### config.mk
export PLATFORM = sky130hd
export DESIGN_NAME = rh_port_status
export DESIGN_NICKNAME = d
export VERILOG_FILES = /design/src/rtl/rh_port_pkg.sv /design/src/rtl/rh_ms_timer.sv /design/src/rtl/rh_reset_seq.sv /design/src/rtl/rh_resume_seq.sv /design/src/rtl/rh_change_reg.sv /design/src/rtl/rh_port_status.sv
export SDC_FILE = /design/constraint.sdc
export NUM_CORES = 1
export LEC_CHECK = 0
export BUFFER_PORTS_ARGS = -buffer_cell sky130_fd_sc_hd__buf_4
export CAP_MARGIN = 30
export CORE_UTILIZATION = 41
export CTS_CLUSTER_DIAMETER = 40
export DETAILED_ROUTE_END_ITERATION = 12
export MAX_ROUTING_LAYER = met4
export PLACE_DENSITY = 0.76
export SLEW_MARGIN = 20
export SYNTH_ARGS = -nofsm -noshare
export SYNTH_HDL_FRONTEND = slang
export SYNTH_SLANG_ARGS = --single-unit
### constraint.sdc
create_clock -name clk_i -period 1.5 [get_ports clk_i]
set_input_delay 0.15 -clock clk_i [delete_from_list [all_inputs] [get_ports clk_i]]
set_output_delay 0.15 -clock clk_i [all_outputs]
set_load 0.1 [all_outputs]
### src/rtl/rh_port_pkg.sv
package rh_port_pkg;
  // status bit positions (low half)
  localparam int unsigned ST_CCS  = 0;
  localparam int unsigned ST_PES  = 1;
  localparam int unsigned ST_PSS  = 2;
  localparam int unsigned ST_POCI = 3;
  localparam int unsigned ST_PRS  = 4;
  localparam int unsigned ST_PPS  = 8;
  localparam int unsigned ST_LSDA = 9;

  // command bit positions in write data
  localparam int unsigned CMD_EN_CLR  = 0;
  localparam int unsigned CMD_EN_SET  = 1;
  localparam int unsigned CMD_SUSPEND = 2;
  localparam int unsigned CMD_RESUME  = 3;
  localparam int unsigned CMD_RESET   = 4;
  localparam int unsigned CMD_PWR_ON  = 8;
  localparam int unsigned CMD_PWR_OFF = 9;

  // change flags: index i lives at bit CHG_LSB + i
  localparam int unsigned CHG_LSB = 16;
  localparam int unsigned CHG_N   = 5;
  localparam int unsigned CH_CONN = 0;
  localparam int unsigned CH_EN   = 1;
  localparam int unsigned CH_SUSP = 2;
  localparam int unsigned CH_OC   = 3;
  localparam int unsigned CH_RST  = 4;

  typedef enum logic [1:0] {
    RSM_IDLE   = 2'd0,
    RSM_PULSE  = 2'd1,
    RSM_EOP    = 2'd2,
    RSM_RESYNC = 2'd3
  } rsm_phase_e;

  function automatic int unsigned max3(int unsigned a, int unsigned b, int unsigned c);
    int unsigned m;
    m = (a > b) ? a : b;
    return (m > c) ? m : c;
  endfunction
endpackage

### src/rtl/rh_ms_timer.sv
module rh_ms_timer #(
  parameter int unsigned CNT_W = 5
) (
  input  logic             clk_i,
  input  logic             rst_ni,
  input  logic             start_i,
  input  logic             abort_i,
  input  logic [CNT_W-1:0] len_i,
  input  logic             tick_i,
  output logic             busy_o,
  output logic             done_o
);
  logic [CNT_W-1:0] cnt_q;
  logic             busy_q;

  assign done_o = busy_q && tick_i && (cnt_q == len_i - CNT_W'(1));
  assign busy_o = busy_q;

  always_ff @(posedge clk_i or negedge rst_ni) begin
    if (!rst_ni) begin
      cnt_q  <= '0;
      busy_q <= 1'b0;
    end else if (abort_i) begin
      cnt_q  <= '0;
      busy_q <= 1'b0;
    end else if (start_i) begin
      cnt_q  <= '0;
      busy_q <= 1'b1;
    end else if (done_o) begin
      cnt_q  <= '0;
      busy_q <= 1'b0;
    end else if (busy_q && tick_i) begin
      cnt_q  <= cnt_q + CNT_W'(1);
    end
  end
endmodule

### src/rtl/rh_reset_seq.sv
module rh_reset_seq #(
  parameter int unsigned CNT_W    = 5,
  parameter int unsigned RESET_MS = 10
) (
  input  logic clk_i,
  input  logic rst_ni,
  input  logic start_i,
  input  logic tick_i,
  output logic busy_o,
  output logic done_o
);
  localparam logic [CNT_W-1:0] LEN = CNT_W'(RESET_MS);

  rh_ms_timer #(.CNT_W(CNT_W)) u_tmr (
    .clk_i   (clk_i),
    .rst_ni  (rst_ni),
    .start_i (start_i && !busy_o),
    .abort_i (1'b0),
    .len_i   (LEN),
    .tick_i  (tick_i),
    .busy_o  (busy_o),
    .done_o  (done_o)
  );
endmodule

### src/rtl/rh_resume_seq.sv
module rh_resume_seq
  import rh_port_pkg::*;
#(
  parameter int unsigned CNT_W     = 5,
  parameter int unsigned RESUME_MS = 20,
  parameter int unsigned EOP_MS    = 1,
  parameter int unsigned RESYNC_MS = 3
) (
  input  logic clk_i,
  input  logic rst_ni,
  input  logic start_i,
  input  logic abort_i,
  input  logic tick_i,
  output logic busy_o,
  output logic pulse_o,
  output logic eop_o,
  output logic done_o
);
  rsm_phase_e       phase_q;
  logic [CNT_W-1:0] len;
  logic             tmr_start, tmr_done, tmr_busy, go;

  assign go = start_i && (phase_q == RSM_IDLE);

  always_comb begin
    unique case (phase_q)
      RSM_EOP:    len = CNT_W'(EOP_MS);
      RSM_RESYNC: len = CNT_W'(RESYNC_MS);
      default:    len = CNT_W'(RESUME_MS);
    endcase
  end

  assign tmr_start = go || (tmr_done && phase_q != RSM_RESYNC);

  rh_ms_timer #(.CNT_W(CNT_W)) u_tmr (
    .clk_i   (clk_i),
    .rst_ni  (rst_ni),
    .start_i (tmr_start),
    .abort_i (abort_i),
    .len_i   (len),
    .tick_i  (tick_i),
    .busy_o  (tmr_busy),
    .done_o  (tmr_done)
  );

  always_ff @(posedge clk_i or negedge rst_ni) begin
    if (!rst_ni) begin
      phase_q <= RSM_IDLE;
    end else if (abort_i) begin
      phase_q <= RSM_IDLE;
    end else if (go) begin
      phase_q <= RSM_PULSE;
    end else if (tmr_done) begin
      unique case (phase_q)
        RSM_PULSE: phase_q <= RSM_EOP;
        RSM_EOP:   phase_q <= RSM_RESYNC;
        default:   phase_q <= RSM_IDLE;
      endcase
    end
  end

  assign busy_o  = (phase_q != RSM_IDLE);
  assign pulse_o = (phase_q == RSM_PULSE);
  assign eop_o   = (phase_q == RSM_EOP);
  assign done_o  = tmr_done && (phase_q == RSM_RESYNC) && !abort_i;

  logic unused_busy;
  assign unused_busy = tmr_busy;
endmodule

### src/rtl/rh_change_reg.sv
module rh_change_reg #(
  parameter int unsigned N = 5
) (
  input  logic         clk_i,
  input  logic         rst_ni,
  input  logic [N-1:0] set_i,
  input  logic [N-1:0] clr_i,
  input  logic [N-1:0] kill_i,
  output logic [N-1:0] q_o
);
  for (genvar i = 0; i < N; i++) begin : g_flag
    always_ff @(posedge clk_i or negedge rst_ni) begin
      if (!rst_ni)        q_o[i] <= 1'b0;
      else if (kill_i[i]) q_o[i] <= 1'b0;
      else if (set_i[i])  q_o[i] <= 1'b1;   // set beats driver clear
      else if (clr_i[i])  q_o[i] <= 1'b0;
    end
  end
endmodule

### src/rtl/rh_port_status.sv
module rh_port_status
  import rh_port_pkg::*;
#(
  parameter int unsigned RESET_MS    = 10,
  parameter int unsigned RESUME_MS   = 20,
  parameter int unsigned EOP_MS      = 1,
  parameter int unsigned RESYNC_MS   = 3,
  parameter bit          PER_PORT_OC = 1'b1
) (
  input  logic        clk_i,
  input  logic        rst_ni,
  input  logic        wr_en_i,
  input  logic [31:0] wr_data_i,
  output logic [31:0] rd_data_o,
  input  logic        ms_tick_i,
  input  logic        conn_i,
  input  logic        low_speed_i,
  input  logic        ovc_i,
  input  logic        hw_disable_i,
  output logic        reset_sig_o,
  output logic        resume_sig_o,
  output logic        eop_sig_o
);
  localparam int unsigned MAX_MS = max3(RESET_MS, RESUME_MS, max3(EOP_MS, RESYNC_MS, 1));
  localparam int unsigned MS_W   = $clog2(MAX_MS + 1);

  logic ccs_q, lsda_q, poci_q, pes_q, pss_q, pps_q;
  logic pes_d, pss_d, pps_d;

  logic [CHG_N-1:0] chg_q, chg_set, chg_clr, chg_kill;

  logic cmd_en_clr, cmd_en_set, cmd_suspend, cmd_resume, cmd_reset, cmd_pwr_on, cmd_pwr_off;
  logic rst_busy, rst_done, rst_start;
  logic rsm_busy, rsm_pulse, rsm_eop, rsm_done, rsm_start, rsm_abort;
  logic hw_clr, oc_hit;

  assign cmd_en_clr  = wr_en_i && wr_data_i[CMD_EN_CLR];
  assign cmd_en_set  = wr_en_i && wr_data_i[CMD_EN_SET];
  assign cmd_suspend = wr_en_i && wr_data_i[CMD_SUSPEND];
  assign cmd_resume  = wr_en_i && wr_data_i[CMD_RESUME];
  assign cmd_reset   = wr_en_i && wr_data_i[CMD_RESET];
  assign cmd_pwr_on  = wr_en_i && wr_data_i[CMD_PWR_ON];
  assign cmd_pwr_off = wr_en_i && wr_data_i[CMD_PWR_OFF];

  // reset pulse timer
  assign rst_start = cmd_reset && !rst_busy;

  rh_reset_seq #(.CNT_W(MS_W), .RESET_MS(RESET_MS)) u_rst (
    .clk_i   (clk_i),
    .rst_ni  (rst_ni),
    .start_i (rst_start),
    .tick_i  (ms_tick_i),
    .busy_o  (rst_busy),
    .done_o  (rst_done)
  );

  // resume sequence
  assign rsm_start = cmd_resume && pss_q && !rst_busy;
  assign rsm_abort = rst_start || !pes_d;

  rh_resume_seq #(
    .CNT_W(MS_W), .RESUME_MS(RESUME_MS), .EOP_MS(EOP_MS), .RESYNC_MS(RESYNC_MS)
  ) u_rsm (
    .clk_i   (clk_i),
    .rst_ni  (rst_ni),
    .start_i (rsm_start),
    .abort_i (rsm_abort),
    .tick_i  (ms_tick_i),
    .busy_o  (rsm_busy),
    .pulse_o (rsm_pulse),
    .eop_o   (rsm_eop),
    .done_o  (rsm_done)
  );

  // hardware-caused disable sources
  assign oc_hit = PER_PORT_OC && ovc_i;
  assign hw_clr = !conn_i || hw_disable_i || oc_hit;

  always_comb begin
    pps_d = pps_q;
    if (cmd_pwr_on)  pps_d = 1'b1;
    if (cmd_pwr_off) pps_d = 1'b0;

    pes_d = pes_q;
    if (cmd_en_set && ccs_q) pes_d = 1'b1;
    if (cmd_en_clr)          pes_d = 1'b0;
    if (cmd_pwr_off)         pes_d = 1'b0;
    if (rst_done)            pes_d = conn_i;
    if (hw_clr)              pes_d = 1'b0;

    pss_d = pss_q;
    if (cmd_suspend && pes_q && !rst_busy) pss_d = 1'b1;
    if (rsm_done || rst_start || !pes_d)    pss_d = 1'b0;
  end

  always_ff @(posedge clk_i or negedge rst_ni) begin
    if (!rst_ni) begin
      ccs_q  <= 1'b0;
      lsda_q <= 1'b0;
      poci_q <= 1'b0;
      pes_q  <= 1'b0;
      pss_q  <= 1'b0;
      pps_q  <= 1'b0;
    end else begin
      ccs_q  <= conn_i;
      lsda_q <= conn_i && low_speed_i;
      poci_q <= PER_PORT_OC && ovc_i;
      pes_q  <= pes_d;
      pss_q  <= pss_d;
      pps_q  <= pps_d;
    end
  end

  // change flags
  always_comb begin
    chg_set          = '0;
    chg_set[CH_CONN] = (conn_i != ccs_q);
    chg_set[CH_EN]   = pes_q && hw_clr;
    chg_set[CH_SUSP] = rsm_done && !rst_done;
    chg_set[CH_OC]   = PER_PORT_OC && (ovc_i != poci_q);
    chg_set[CH_RST]  = rst_done;

    chg_kill          = '0;
    chg_kill[CH_SUSP] = rst_done;

    chg_clr = wr_en_i ? wr_data_i[CHG_LSB +: CHG_N] : '0;
  end

  rh_change_reg #(.N(CHG_N)) u_chg (
    .clk_i  (clk_i),
    .rst_ni (rst_ni),
    .set_i  (chg_set),
    .clr_i  (chg_clr),
    .kill_i (chg_kill),
    .q_o    (chg_q)
  );

  always_comb begin
    rd_data_o                       = '0;
    rd_data_o[CHG_LSB +: CHG_N]     = chg_q;
    rd_data_o[ST_CCS]               = ccs_q;
    rd_data_o[ST_PES]               = pes_q;
    rd_data_o[ST_PSS]               = pss_q;
    rd_data_o[ST_POCI]              = poci_q;
    rd_data_o[ST_PRS]               = rst_busy;
    rd_data_o[ST_PPS]               = pps_q;
    rd_data_o[ST_LSDA]              = lsda_q;
  end

  assign reset_sig_o  = rst_busy;
  assign resume_sig_o = rsm_pulse;
  assign eop_sig_o    = rsm_eop;

  logic unused_bits;
  assign unused_bits = ^{wr_data_i[31:21], wr_data_i[15:10], wr_data_i[7:5], rsm_busy};
endmodule

==> run_results.csv <==
group,metric,value,unit
drt,totalWireLength,3209,um
hold_path,min_path_type,"in -> reg",
synthesis,netlist_instances,156,
setup_path,required,1.64,ns
placed_design,place_area,1818,um2
cts,clkSlewWorstSetupHoldPaths,0.09,ns
setup_path,arrival,1.66,ns
setup_path,critPathMaxFanout,5,
global_routing,grt_util_met2,28.36,%
sta,relSlewSlack,62.18,%
placed_design,portBuffers,34,
cells_and_area,fin_nets,248,
cts,h-tree-depth,1,
setup_path,crit_type,"reg -> reg",
global_routing,busiest_layer,"met2",
synthesis,ys_ff_latch,25,
setup_path,slowest_stage,"or4_4",
sta,drv_slew,0,
floorplan,dieArea,3952,um2
synthesis,mappedNetlistArea,1519,um2
run_status,status,"finished with violations",
sta,timing.final.hold_violations,0,
global_routing,grt_pass1_wl,5230,um
cells_and_area,fill_cells,289,
drt,route.detailed.drc,0,
global_routing,gr-total-overflow,0,
sta,setup_violations,3,
floorplan,die_h,62.87,um
cts,clk_path_buf_depth,2,
drt,via_per_inst,4.873,
drt,ant_nets,0,
global_routing,first_global_vias,1176,
floorplan,die_w,62.87,um
drt,wire_per_inst,13.10,um
synthesis,async_reset_ff_share,100.0,%
drt,vias,1194,
setup_path,r2r_slack,-0.03,ns
pwr,power.leakage,0.9351,nW
cells_and_area,area_growth,30.48,%
synthesis,synth_flop_cell,"dfrtp_1",
setup_path,crit_family,"simple AND/OR/NAND/NOR gates",
setup_path,crit_path_cell_trace,"xnor2_1 -> or4_4 -> nor2_8 -> a311oi_2",
synthesis,yosys.area.top_type_share,41.19,%
sta,finalClockSkew,0.004079,ns
global_routing,gr-usage-all-layers,17.37,%
global_routing,grt_use_met3,2.372,%
synthesis,synth_edf_count,0,
placed_design,hpwl,2322,um
cells_and_area,drive_gt1_share,37.69,%
sta,rsz0062_at_grt,"yes",
synthesis,synth_cell_types,39,
sta,period_share,101.8,%
drt,first_pass_iters,4,
cts,cts_sinks,25,
run,max_cap_violations,0,
floorplan,pin_count,75,
sta,fin_ws,-0.02750,ns
placed_design,pre_cts_slack,-0.1014,ns
sta,fmax,654.7,MHz
setup_path,crit_path_end_kind,"flip-flop",
floorplan,core-area,3442,um2
synthesis,syn_area_per_cell,9.737,um2
setup_path,start_kind,"flip-flop",
pwr,peakVddDrop,0.0004846,V
synthesis,yosys_warnings,0,
global_routing,antenna_found_initial,0,
setup_path,slowest_delay,0.48,ns
run_status,violations,"setup timing",
cts,numCtsBuffers,3,
global_routing,grt_max_degree,26,
cts,cts_tree,"yes",
pwr,cellPowerDensity,1167,nW/um2
drt,drt_iter0_markers,57,
placed_design,routabilityCongestion,0.9195,
synthesis,synth.area.top_cells,"dfrtp_1 41%, buf_4 13%, ha_1 6.6%",
cts,worstSkewPairLatency,0.27,ns
global_routing,grt_use_met1,21.08,%
cells_and_area,diodes,0,
synthesis,ys_seq_area_share,41.19,%
setup_path,crit_buf_inv,0,
floorplan,num_rows,21,
cells_and_area,final_area,1982,um2
synthesis,yosysTopAreaCell,"dfrtp_1",
floorplan,start_util,44.13,%
sta,worst_pin_slew,0.5621,ns
cts,cts_root_buffer,"clkbuf_8",
sta,period_minus_slack,1.527,ns
==> cell usage after synthesis (all sizes together), types with 2 or more instances <==
cell type,number
buf,29
dfrtp,25
nand2,22
nor2,10
ha,8
a21oi,6
xor2,6
nand4,5
xnor2,5
nand3,4
a31oi,3
and2,3
inv,3
a211oi,2
and3,2
nand2b,2
nor3,2
o21ai,2
==> worst reg2reg max path, cell delays in order, from the launching register on <==
cell,delay [ns]
dfrtp_2,0.47
xnor2_1,0.16
or4_4,0.48
nor2_8,0.18
a311oi_2,0.11
==> kinds of logic after synthesis <==
logic type	after synthesis	share of synthesized area, %
AO/OA/AOI/OAI	21	9.968
XOR/XNOR	11	6.343
adder cells (fa/ha/maj)	8	6.590
buffers and inverters	32	14.74
flip-flops	25	41.19
multiplexers	1	0.6590
other	1	0.2469
AND/OR/NAND/NOR	57	20.26
==> layout by cell type (no fill, tap or decap), types with 3 or more instances in the layout <==
cell and instances:
nand2_1 21, a31oi_1 3, conb_1 20, ha_1 4
and2_1 3, clkbuf_8 3, a21oi_1 4, xor2_1 6
buf_4 45, ha_2 3, dfrtp_1 23, nand3_1 3
xnor2_1 4, nand4_1 5, nor2_1 9
==> metrics by stage <==
| step | hold slack (ns) | total power, mW | TNS (ns) | util, % | instances |
|---|---|---|---|---|---|
| after detailed placement | 0.07360 | 1.903 | -0.5603 | 52.82 | 237 |
| after global placement | 0.07350 | 1.887 | -0.1693 | 52.82 | 237 |
| after global routing | 0.01016 | 2.439 | -0.6947 | 57.58 | 245 |
| after floorplan | -0.1456 | 1.709 | -0.1848 | - | 175 |
| after CTS | 0.001536 | 2.314 | -0.03880 | 55.03 | 242 |
| final | 0.01723 | 2.313 | -0.05665 | 57.58 | 245 |
==> path summary, 6_finish.rpt <==
kind / end / cells past startpoint / start
max in group asynchronous: u_rst.u_tmr.busy_o / 2 / rst_ni
min: ccs_q / 1 / conn_i
min in group asynchronous: u_rst.u_tmr.cnt_q[1] / 2 / rst_ni
min reg2reg: u_chg.q_o[3] / 2 / u_chg.q_o[3]
max: u_rsm.u_tmr.busy_o / 4 / u_rsm.phase_q[1]
max reg2reg: u_rsm.u_tmr.busy_o / 4 / u_rsm.phase_q[1]
==> cell type report <==
| class | count | area, um2 | share of cell area (%) |
|---|---|---|---|
| multi-input cells | 118 | 844.6 | 42.61 |
| flip-flops and latches | 25 | 630.6 | 31.82 |
| repair buffers | 49 | 389.1 | 19.63 |
| well taps | 46 | 57.56 | 2.904 |
| clock buffers | 3 | 41.29 | 2.083 |
| inverters | 3 | 11.26 | 0.5682 |
| clock inverters | 1 | 7.507 | 0.3788 |
==> registers in the layout, indices dropped and copies added (netlist names) <==
register            cells
poci_q                  1
u_rst.u_tmr.busy_o      1
pps_q                   1
pss_q                   1
lsda_q                  1
u_rst.u_tmr.cnt_q       5
ccs_q                   1
u_rsm.u_tmr.busy_o      1
u_chg.q_o               5
pes_q                   1
u_rsm.phase_q           2
u_rsm.u_tmr.cnt_q       5
==> layer usage <==
metal,vias to the layer above,routed length (um)
met4,0,85
met3,10,167
met2,53,1603
met1,555,1353
li1,576,-
met5,-,0
==> power by group <==
group / internal (mW) / switching [mW]
Sequential: 0.780 / 0.0664
Combinational: 0.275 / 0.780
Clock: 0.188 / 0.223
Total: 1.24 / 1.07
==> timing repair <==
item	4_1_cts	5_1_grt
pin swaps	2	6
endpoints found under the setup margin	10	14
hold endpoints to repair	25	1
resized for setup	4	16
setup buffers	0	2
hold buffers	1	1
Power figures use the tool's default switching activity.
